**src/rtl/bcs_pkg.sv**
```systemverilog
// Package: shared codes for the burst column sequencer.
// Assumes a 3-bit burst length code and a 2-bit organisation code.
package bcs_pkg;

    localparam int BL_CODE_W = 3;
    localparam int ORG_W     = 2;

    typedef enum logic [BL_CODE_W-1:0] {
        BL_1    = 3'd0,
        BL_2    = 3'd1,
        BL_4    = 3'd2,
        BL_8    = 3'd3,
        BL_PAGE = 3'd7
    } bl_code_e;

    typedef enum logic [ORG_W-1:0] {
        ORG_WIDE   = 2'd0,
        ORG_MID    = 2'd1,
        ORG_NARROW = 2'd2
    } org_code_e;

endpackage

```
**src/rtl/bcs_mode_decode.sv**
```systemverilog
// Module: bcs_mode_decode
// Turns the length and organisation codes into masks. It produces:
//   org_mask_o - the column bits used by the organisation
//   blk_mask_o - the low bits that move within a burst
//   last_idx_o - the beat index of the final beat (fixed bursts)
//   full_page_o - the burst runs over the whole row
// Assumes COL_W >= 5, so that the two narrowings still leave the 8-beat block.
module bcs_mode_decode #(
    parameter int COL_W = 10
) (
    input  logic [bcs_pkg::BL_CODE_W-1:0] bl_code_i,
    input  logic [bcs_pkg::ORG_W-1:0]     org_i,
    output logic [COL_W-1:0]              org_mask_o,
    output logic [COL_W-1:0]              blk_mask_o,
    output logic [COL_W-1:0]              last_idx_o,
    output logic                          full_page_o
);
    import bcs_pkg::*;

    localparam logic [COL_W-1:0] ALL_ONES = '1;
    localparam logic [COL_W-1:0] MASK_BL2 = COL_W'(1);
    localparam logic [COL_W-1:0] MASK_BL4 = COL_W'(3);
    localparam logic [COL_W-1:0] MASK_BL8 = COL_W'(7);

    // Column bits the selected organisation keeps.
    always_comb begin
        case (org_i)
            ORG_WIDE: org_mask_o = ALL_ONES;
            ORG_MID:  org_mask_o = ALL_ONES >> 1;
            default:  org_mask_o = ALL_ONES >> 2;
        endcase
    end

    // Moving bits and final beat index per length code; reserved codes give one beat.
    always_comb begin
        full_page_o = 1'b0;
        case (bl_code_i)
            BL_2:    blk_mask_o = MASK_BL2;
            BL_4:    blk_mask_o = MASK_BL4;
            BL_8:    blk_mask_o = MASK_BL8;
            BL_PAGE: begin
                blk_mask_o  = org_mask_o;
                full_page_o = 1'b1;
            end
            default: blk_mask_o = '0;
        endcase
        last_idx_o = full_page_o ? '0 : blk_mask_o;
    end

endmodule

```
**src/rtl/bcs_beat_ctrl.sv**
```systemverilog
// Module: bcs_beat_ctrl
// Tracks the burst state: valid flag, beat index, last flag.
// A start wins over continuation and over stop. A fixed burst ends after
// its last beat. A full-page burst ends only on stop.
module bcs_beat_ctrl #(
    parameter int COL_W = 10
) (
    input  logic             clk,
    input  logic             rst_n,
    input  logic             start_i,
    input  logic             stop_i,
    input  logic [COL_W-1:0] last_idx_i,
    input  logic             full_page_i,
    output logic             vld_o,
    output logic             last_o,
    output logic             load_o,
    output logic             step_o,
    output logic [COL_W-1:0] idx_next_o
);
    localparam logic [COL_W-1:0] ONE = COL_W'(1);

    logic [COL_W-1:0] idx_q;
    logic [COL_W-1:0] last_idx_q;
    logic             fp_q;
    logic [COL_W-1:0] idx_inc;

    // Next-beat decisions from the current state.
    always_comb begin
        idx_inc    = idx_q + ONE;
        load_o     = start_i;
        step_o     = !start_i && vld_o && !last_o && !stop_i;
        idx_next_o = load_o ? '0 : idx_inc;
    end

    // Burst state register.
    always_ff @(posedge clk) begin
        if (!rst_n) begin
            vld_o      <= 1'b0;
            last_o     <= 1'b0;
            idx_q      <= '0;
            last_idx_q <= '0;
            fp_q       <= 1'b0;
        end else if (load_o) begin
            vld_o      <= 1'b1;
            idx_q      <= '0;
            last_idx_q <= last_idx_i;
            fp_q       <= full_page_i;
            last_o     <= !full_page_i && (last_idx_i == '0);
        end else if (step_o) begin
            idx_q  <= idx_inc;
            last_o <= !fp_q && (idx_inc == last_idx_q);
        end else begin
            vld_o  <= 1'b0;
            last_o <= 1'b0;
        end
    end

endmodule

```
**src/rtl/bcs_addr_gen.sv**
```systemverilog
// Module: bcs_addr_gen
// Combinational column for beat idx_i of a burst starting at base_i.
// Bits outside blk_mask_i are kept; the bits inside it either add the
// index or XOR it. A full-page burst always adds. The result is clipped
// to the organisation mask. Assumes base_i is already clipped.
module bcs_addr_gen #(
    parameter int COL_W = 10
) (
    input  logic [COL_W-1:0] base_i,
    input  logic [COL_W-1:0] idx_i,
    input  logic [COL_W-1:0] blk_mask_i,
    input  logic [COL_W-1:0] org_mask_i,
    input  logic             interleave_i,
    input  logic             full_page_i,
    output logic [COL_W-1:0] col_o
);
    logic [COL_W-1:0] sum;
    logic [COL_W-1:0] xr;
    logic [COL_W-1:0] low;

    // Pick the moving part and merge it with the fixed upper bits.
    always_comb begin
        sum   = base_i + idx_i;
        xr    = base_i ^ idx_i;
        low   = (interleave_i && !full_page_i) ? xr : sum;
        col_o = ((base_i & ~blk_mask_i) | (low & blk_mask_i)) & org_mask_i;
    end

endmodule

```
**src/rtl/burst_col_seq.sv**
```systemverilog
// Module: burst_col_seq (top)
// Emits one column address per clock for an SDRAM burst. Mode inputs are
// captured with start_i, and the outputs are registered: beat 0 appears the
// cycle after the start edge. Assumes a synchronous active-low reset.
module burst_col_seq #(
    parameter int COL_W = 10
) (
    input  logic                          clk,
    input  logic                          rst_n,
    input  logic                          start_i,
    input  logic [COL_W-1:0]              start_col_i,
    input  logic [bcs_pkg::BL_CODE_W-1:0] bl_code_i,
    input  logic                          interleave_i,
    input  logic [bcs_pkg::ORG_W-1:0]     org_i,
    input  logic                          stop_i,
    output logic [COL_W-1:0]              col_o,
    output logic                          beat_vld_o,
    output logic                          last_o
);
    logic [COL_W-1:0] org_mask_live, blk_mask_live, last_idx_live;
    logic             fp_live;
    logic [COL_W-1:0] base_q, blk_q, orgm_q;
    logic             ilv_q, fp_q;
    logic             load, step;
    logic [COL_W-1:0] idx_next;
    logic [COL_W-1:0] base_sel, blk_sel, orgm_sel, col_next;
    logic             ilv_sel, fp_sel;

    bcs_mode_decode #(.COL_W(COL_W)) dec_i (
        .bl_code_i   (bl_code_i),
        .org_i       (org_i),
        .org_mask_o  (org_mask_live),
        .blk_mask_o  (blk_mask_live),
        .last_idx_o  (last_idx_live),
        .full_page_o (fp_live)
    );

    bcs_beat_ctrl #(.COL_W(COL_W)) ctrl_i (
        .clk         (clk),
        .rst_n       (rst_n),
        .start_i     (start_i),
        .stop_i      (stop_i),
        .last_idx_i  (last_idx_live),
        .full_page_i (fp_live),
        .vld_o       (beat_vld_o),
        .last_o      (last_o),
        .load_o      (load),
        .step_o      (step),
        .idx_next_o  (idx_next)
    );

    // Use the live mode on a start, otherwise the captured one.
    always_comb begin
        base_sel = load ? (start_col_i & org_mask_live) : base_q;
        blk_sel  = load ? blk_mask_live : blk_q;
        orgm_sel = load ? org_mask_live : orgm_q;
        ilv_sel  = load ? interleave_i  : ilv_q;
        fp_sel   = load ? fp_live       : fp_q;
    end

    bcs_addr_gen #(.COL_W(COL_W)) addr_i (
        .base_i       (base_sel),
        .idx_i        (idx_next),
        .blk_mask_i   (blk_sel),
        .org_mask_i   (orgm_sel),
        .interleave_i (ilv_sel),
        .full_page_i  (fp_sel),
        .col_o        (col_next)
    );

    // Capture the burst's mode on a start.
    always_ff @(posedge clk) begin
        if (!rst_n) begin
            base_q <= '0;
            blk_q  <= '0;
            orgm_q <= '0;
            ilv_q  <= 1'b0;
            fp_q   <= 1'b0;
        end else if (load) begin
            base_q <= base_sel;
            blk_q  <= blk_sel;
            orgm_q <= orgm_sel;
            ilv_q  <= ilv_sel;
            fp_q   <= fp_sel;
        end
    end

    // Column output register; holds its value between bursts.
    always_ff @(posedge clk) begin
        if (!rst_n) begin
            col_o <= '0;
        end else if (load || step) begin
            col_o <= col_next;
        end
    end

endmodule

```
**config.mk**
```make
export PLATFORM = sky130hd
export DESIGN_NAME = burst_col_seq
export DESIGN_NICKNAME = d
export VERILOG_FILES = /design/src/rtl/bcs_pkg.sv /design/src/rtl/bcs_mode_decode.sv /design/src/rtl/bcs_beat_ctrl.sv /design/src/rtl/bcs_addr_gen.sv /design/src/rtl/burst_col_seq.sv
export SDC_FILE = /design/constraint.sdc
export NUM_CORES = 1
export LEC_CHECK = 0
export ABC_AREA = 1
export BUFFER_PORTS_ARGS = -buffer_cell sky130_fd_sc_hd__buf_2
export CORE_ASPECT_RATIO = 1.75
export CORE_MARGIN = 2
export CORE_UTILIZATION = 35
export DETAILED_ROUTE_END_ITERATION = 16
export HOLD_SLACK_MARGIN = 0.05
export SYNTH_ARGS = -nofsm -noshare
export SYNTH_HDL_FRONTEND = slang
export SYNTH_HIERARCHICAL = 1
export SYNTH_SLANG_ARGS = --single-unit
```
**constraint.sdc**
```tcl
create_clock -name clk -period 3.3 [get_ports clk]
set_clock_uncertainty 0.1 [all_clocks]
set_input_delay 0.66 -clock clk [delete_from_list [all_inputs] [get_ports clk]]
set_output_delay 0.66 -clock clk [all_outputs]
set_load 0.01 [all_outputs]
```
==> metrics.txt <==
vias in the first global route=3,435; Routed WL=9.11 mm; Nets=642; Net Switching=0.513 mW; total gr overflow=0; Syn Area/Cell=6.60 um^2; Clock Sinks=65; DRC=0; number of DRC markers in iteration 0=124; Synth top area share=33.5%; most common cell after layout, fill and taps aside=nand2_1; share of layout cells above drive strength 1=14.3%; CTS buffer count=9; Setup Total Neg Slack=0 ps; critical path endpoint category=flip-flop; mux cell area share after synthesis=0%; Final min period=2690 ps; Initial Utilization=35.4%; Ys Warns=6; clk root buf=clkbuf_16; hold_sp=blk_q[8]; Post-DRT Antenna Nets=0; Final Max Tran Viols=0; Synth Area in Compound Gates=13.7%; Max Root-Sink Buffers=2; Setup Viol. Count Final=0; Fmax=0.371 GHz; sequential share of power=41.6%; dominant cell type by area after synthesis=dfxtp_1; setup bufs post-CTS=0; leak pwr=2.12 nW; via-per-instance ratio=4.76; first-pass GRT wire length=15.1 mm; DR pass1 iterations=4; Vias=3,561; internal power=1.49 mW; sw frac=25.6%; CP Data Required Time=3430 ps; Routability Congestion=0.843; Crit Reg-Reg Startpoint=ctrl_i/idx_q[0]; outcome=finished clean; largest family of logic cells by synthesized area=simple AND/OR/NAND/NOR gates; Yosys cell types=38; die width=83.7 um; Reg clk slew, reported paths=60 ps; GRT Util Overall=15.8%; post-DP HPWL=7.01 mm; commonest non-fill, non-tap cells in the layout=175 x nand2_1, 65 x dfxtp_1, 62 x inv_1; largest cells by area after synthesis=dfxtp_1 33%, nand2_1 17%, a21oi_1 7.3%, inv_1 6.0%, nor2_1 5.3%; worst-skew pair later-pin latency=340 ps; #FFs+latches synth=65; post-synthesis sequential area ratio=33.5%; Core Region=11,000 um^2; Logic pwr share=11.2%; Hold Path Stages=2; Die Ht=143 um; clock power share=47.2%; I/O pin count=32; pwr/cell area=465 nW/um^2; worst r2r dst=col_o[9]; largest net degree at the start of global routing=26; crit start category=flip-flop; Max-cap violations=0; number of port buffers=31; Slew headroom=54.2%; worst-path fanout max=5; Setup CP Type=reg2reg; Min-Delay Path Class=reg2reg; initial antenna violation count=0; hold buffer count at cts=0; TritonCTS clock tree=built; diode count=0; endpoints failing hold=0; routed len/inst=12.2 um; Arr. time, crit path=2820 ps; worst-case vdd ir drop=0.000276 V; Area Growth Syn to Fin=11.0%; Final Util=39.3%; die area=12,000 um^2; worst r2r path cells=18; Syn Inst Count=589; H-tree levels=3; reg2reg setup slack=610 ps; xor and xnor area share after synthesis=0.450%; worst hold endpoint=blk_q[8]; Synth Area in Simple Gates=34.4%; synthesized area=3890 um^2; unrepaired setup endpoints after global routing=no; worst-margin pin slew=685 ps; PostCTS Resize Cnt=0; adder-cell share of the synthesized area=3.73%; num rows=51; final worst-path cycle share=81.6%
flip-flops by register name, indices dropped and copies added, names as in the netlist:
register,count
base_q,10
blk_q,10
col_o,10
ctrl_i/fp_q,1
ctrl_i/idx_q,10
ctrl_i/last_idx_q,10
ctrl_i/last_o,1
ctrl_i/vld_o,1
fp_q,1
ilv_q,1
orgm_q,10
final cells by class:
class / count / area (um^2)
inverter: 70 / 270
clock inverter: 6 / 57.6
clock buffer: 10 / 239
sequential: 65 / 1300
fill: 1198 / 6660
multi-input combinational: 429 / 2090
tap: 132 / 165
timing repair buffer: 36 / 193
logic make-up (layout without fill, tap and decap cells):
family	after synthesis	after routing
buffers and inverters	108	122
other	2	15
AO/OA/AOI/OAI	100	100
flip-flops	65	65
adder cells (fa/ha/maj)	11	11
AND/OR/NAND/NOR	301	301
XOR/XNOR	2	2
cell usage after synthesis:
| cell type | instances |
|---|---|
| a31oi_1 | 2 |
| clkbuf_1 | 7 |
| nand3b_1 | 2 |
| inv_6 | 1 |
| dfxtp_1 | 65 |
| a21oi_1 | 57 |
| nand2_4 | 4 |
| ha_1 | 10 |
| o21ai_2 | 1 |
| nor4_1 | 3 |
| clkinv_1 | 1 |
| o21ai_0 | 27 |
| xor2_1 | 1 |
| a21oi_2 | 1 |
| nor3_4 | 1 |
| buf_2 | 1 |
| inv_4 | 1 |
| buf_6 | 6 |
| nand2_2 | 8 |
| buf_4 | 23 |
| xnor2_1 | 1 |
| nor3b_1 | 1 |
| fa_1 | 1 |
| buf_1 | 1 |
| nor2_2 | 5 |
| inv_2 | 5 |
| inv_1 | 62 |
| conb_1 | 2 |
| nor2_1 | 55 |
| nand4_1 | 3 |
| nand3_2 | 4 |
| nand3_1 | 34 |
| o21bai_1 | 2 |
| o211ai_1 | 7 |
| nor2_4 | 5 |
| nand2_1 | 175 |
| or2_1 | 1 |
| o21ai_1 | 3 |
power by group through the flow:
stage / clock network (mW) / logic (mW) / registers, mW
final: 0.946 / 0.225 / 0.835
after global routing: 0.992 / 0.258 / 0.838
after CTS: 0.964 / 0.226 / 0.835
after detailed placement: 0 / 0.225 / 0.852
after global placement: 0 / 0.221 / 0.850
after floorplan: 0 / 0.181 / 0.853
worst max-delay path, stage by stage, from the launching register on:
cell and delay (ps):
dfxtp_1 430, ha_1 220, nand2_2 110, inv_2 100, nand3_1 70, nand2_1 80, nand2_1 110, nor2_1 150
ha_1 290, a21oi_1 250, o21ai_1 90, nand2_1 110, nand3_2 90, nand2_1 60, nor2_1 40, nor2_1 80
nor2_1 50, nor2_1 90, nor2_1 50
how the worst max path moves through the flow:
stage	from	to	slack, ps	cells after the start
6_report	ctrl_i/idx_q[0]	col_o[9]	610	18
5_1_grt	ctrl_i/idx_q[0]	col_o[9]	400	18
4_1_cts	ctrl_i/idx_q[0]	col_o[9]	660	18
3_5_place_dp	start_i	col_o[9]	330	17
3_3_place_gp	start_i	col_o[9]	380	17
2_1_floorplan	start_i	col_o[8]	680	18
stage by stage:
| stage | cell area (um^2) | hold slack, ps | instances | setup slack (ps) | power [mW] |
|---|---|---|---|---|---|
| floorplan | 3940 | 340 | 602 | 680 | 1.03 |
| global placement | 4020 | 357 | 732 | 376 | 1.07 |
| detailed placement | 4020 | 360 | 732 | 334 | 1.08 |
| CTS | 4320 | 369 | 748 | 665 | 2.03 |
| global route | 4320 | 385 | 748 | 396 | 2.09 |
| finish | 4320 | 367 | 748 | 608 | 2.01 |
metal layers:
layer	routed length, um	global-route usage [%]
met1	3530	15.6
met2	4980	30.6
met3	254	1.61
met4	345	10.4
met5	0	0
(Power assumes the default switching activity.)
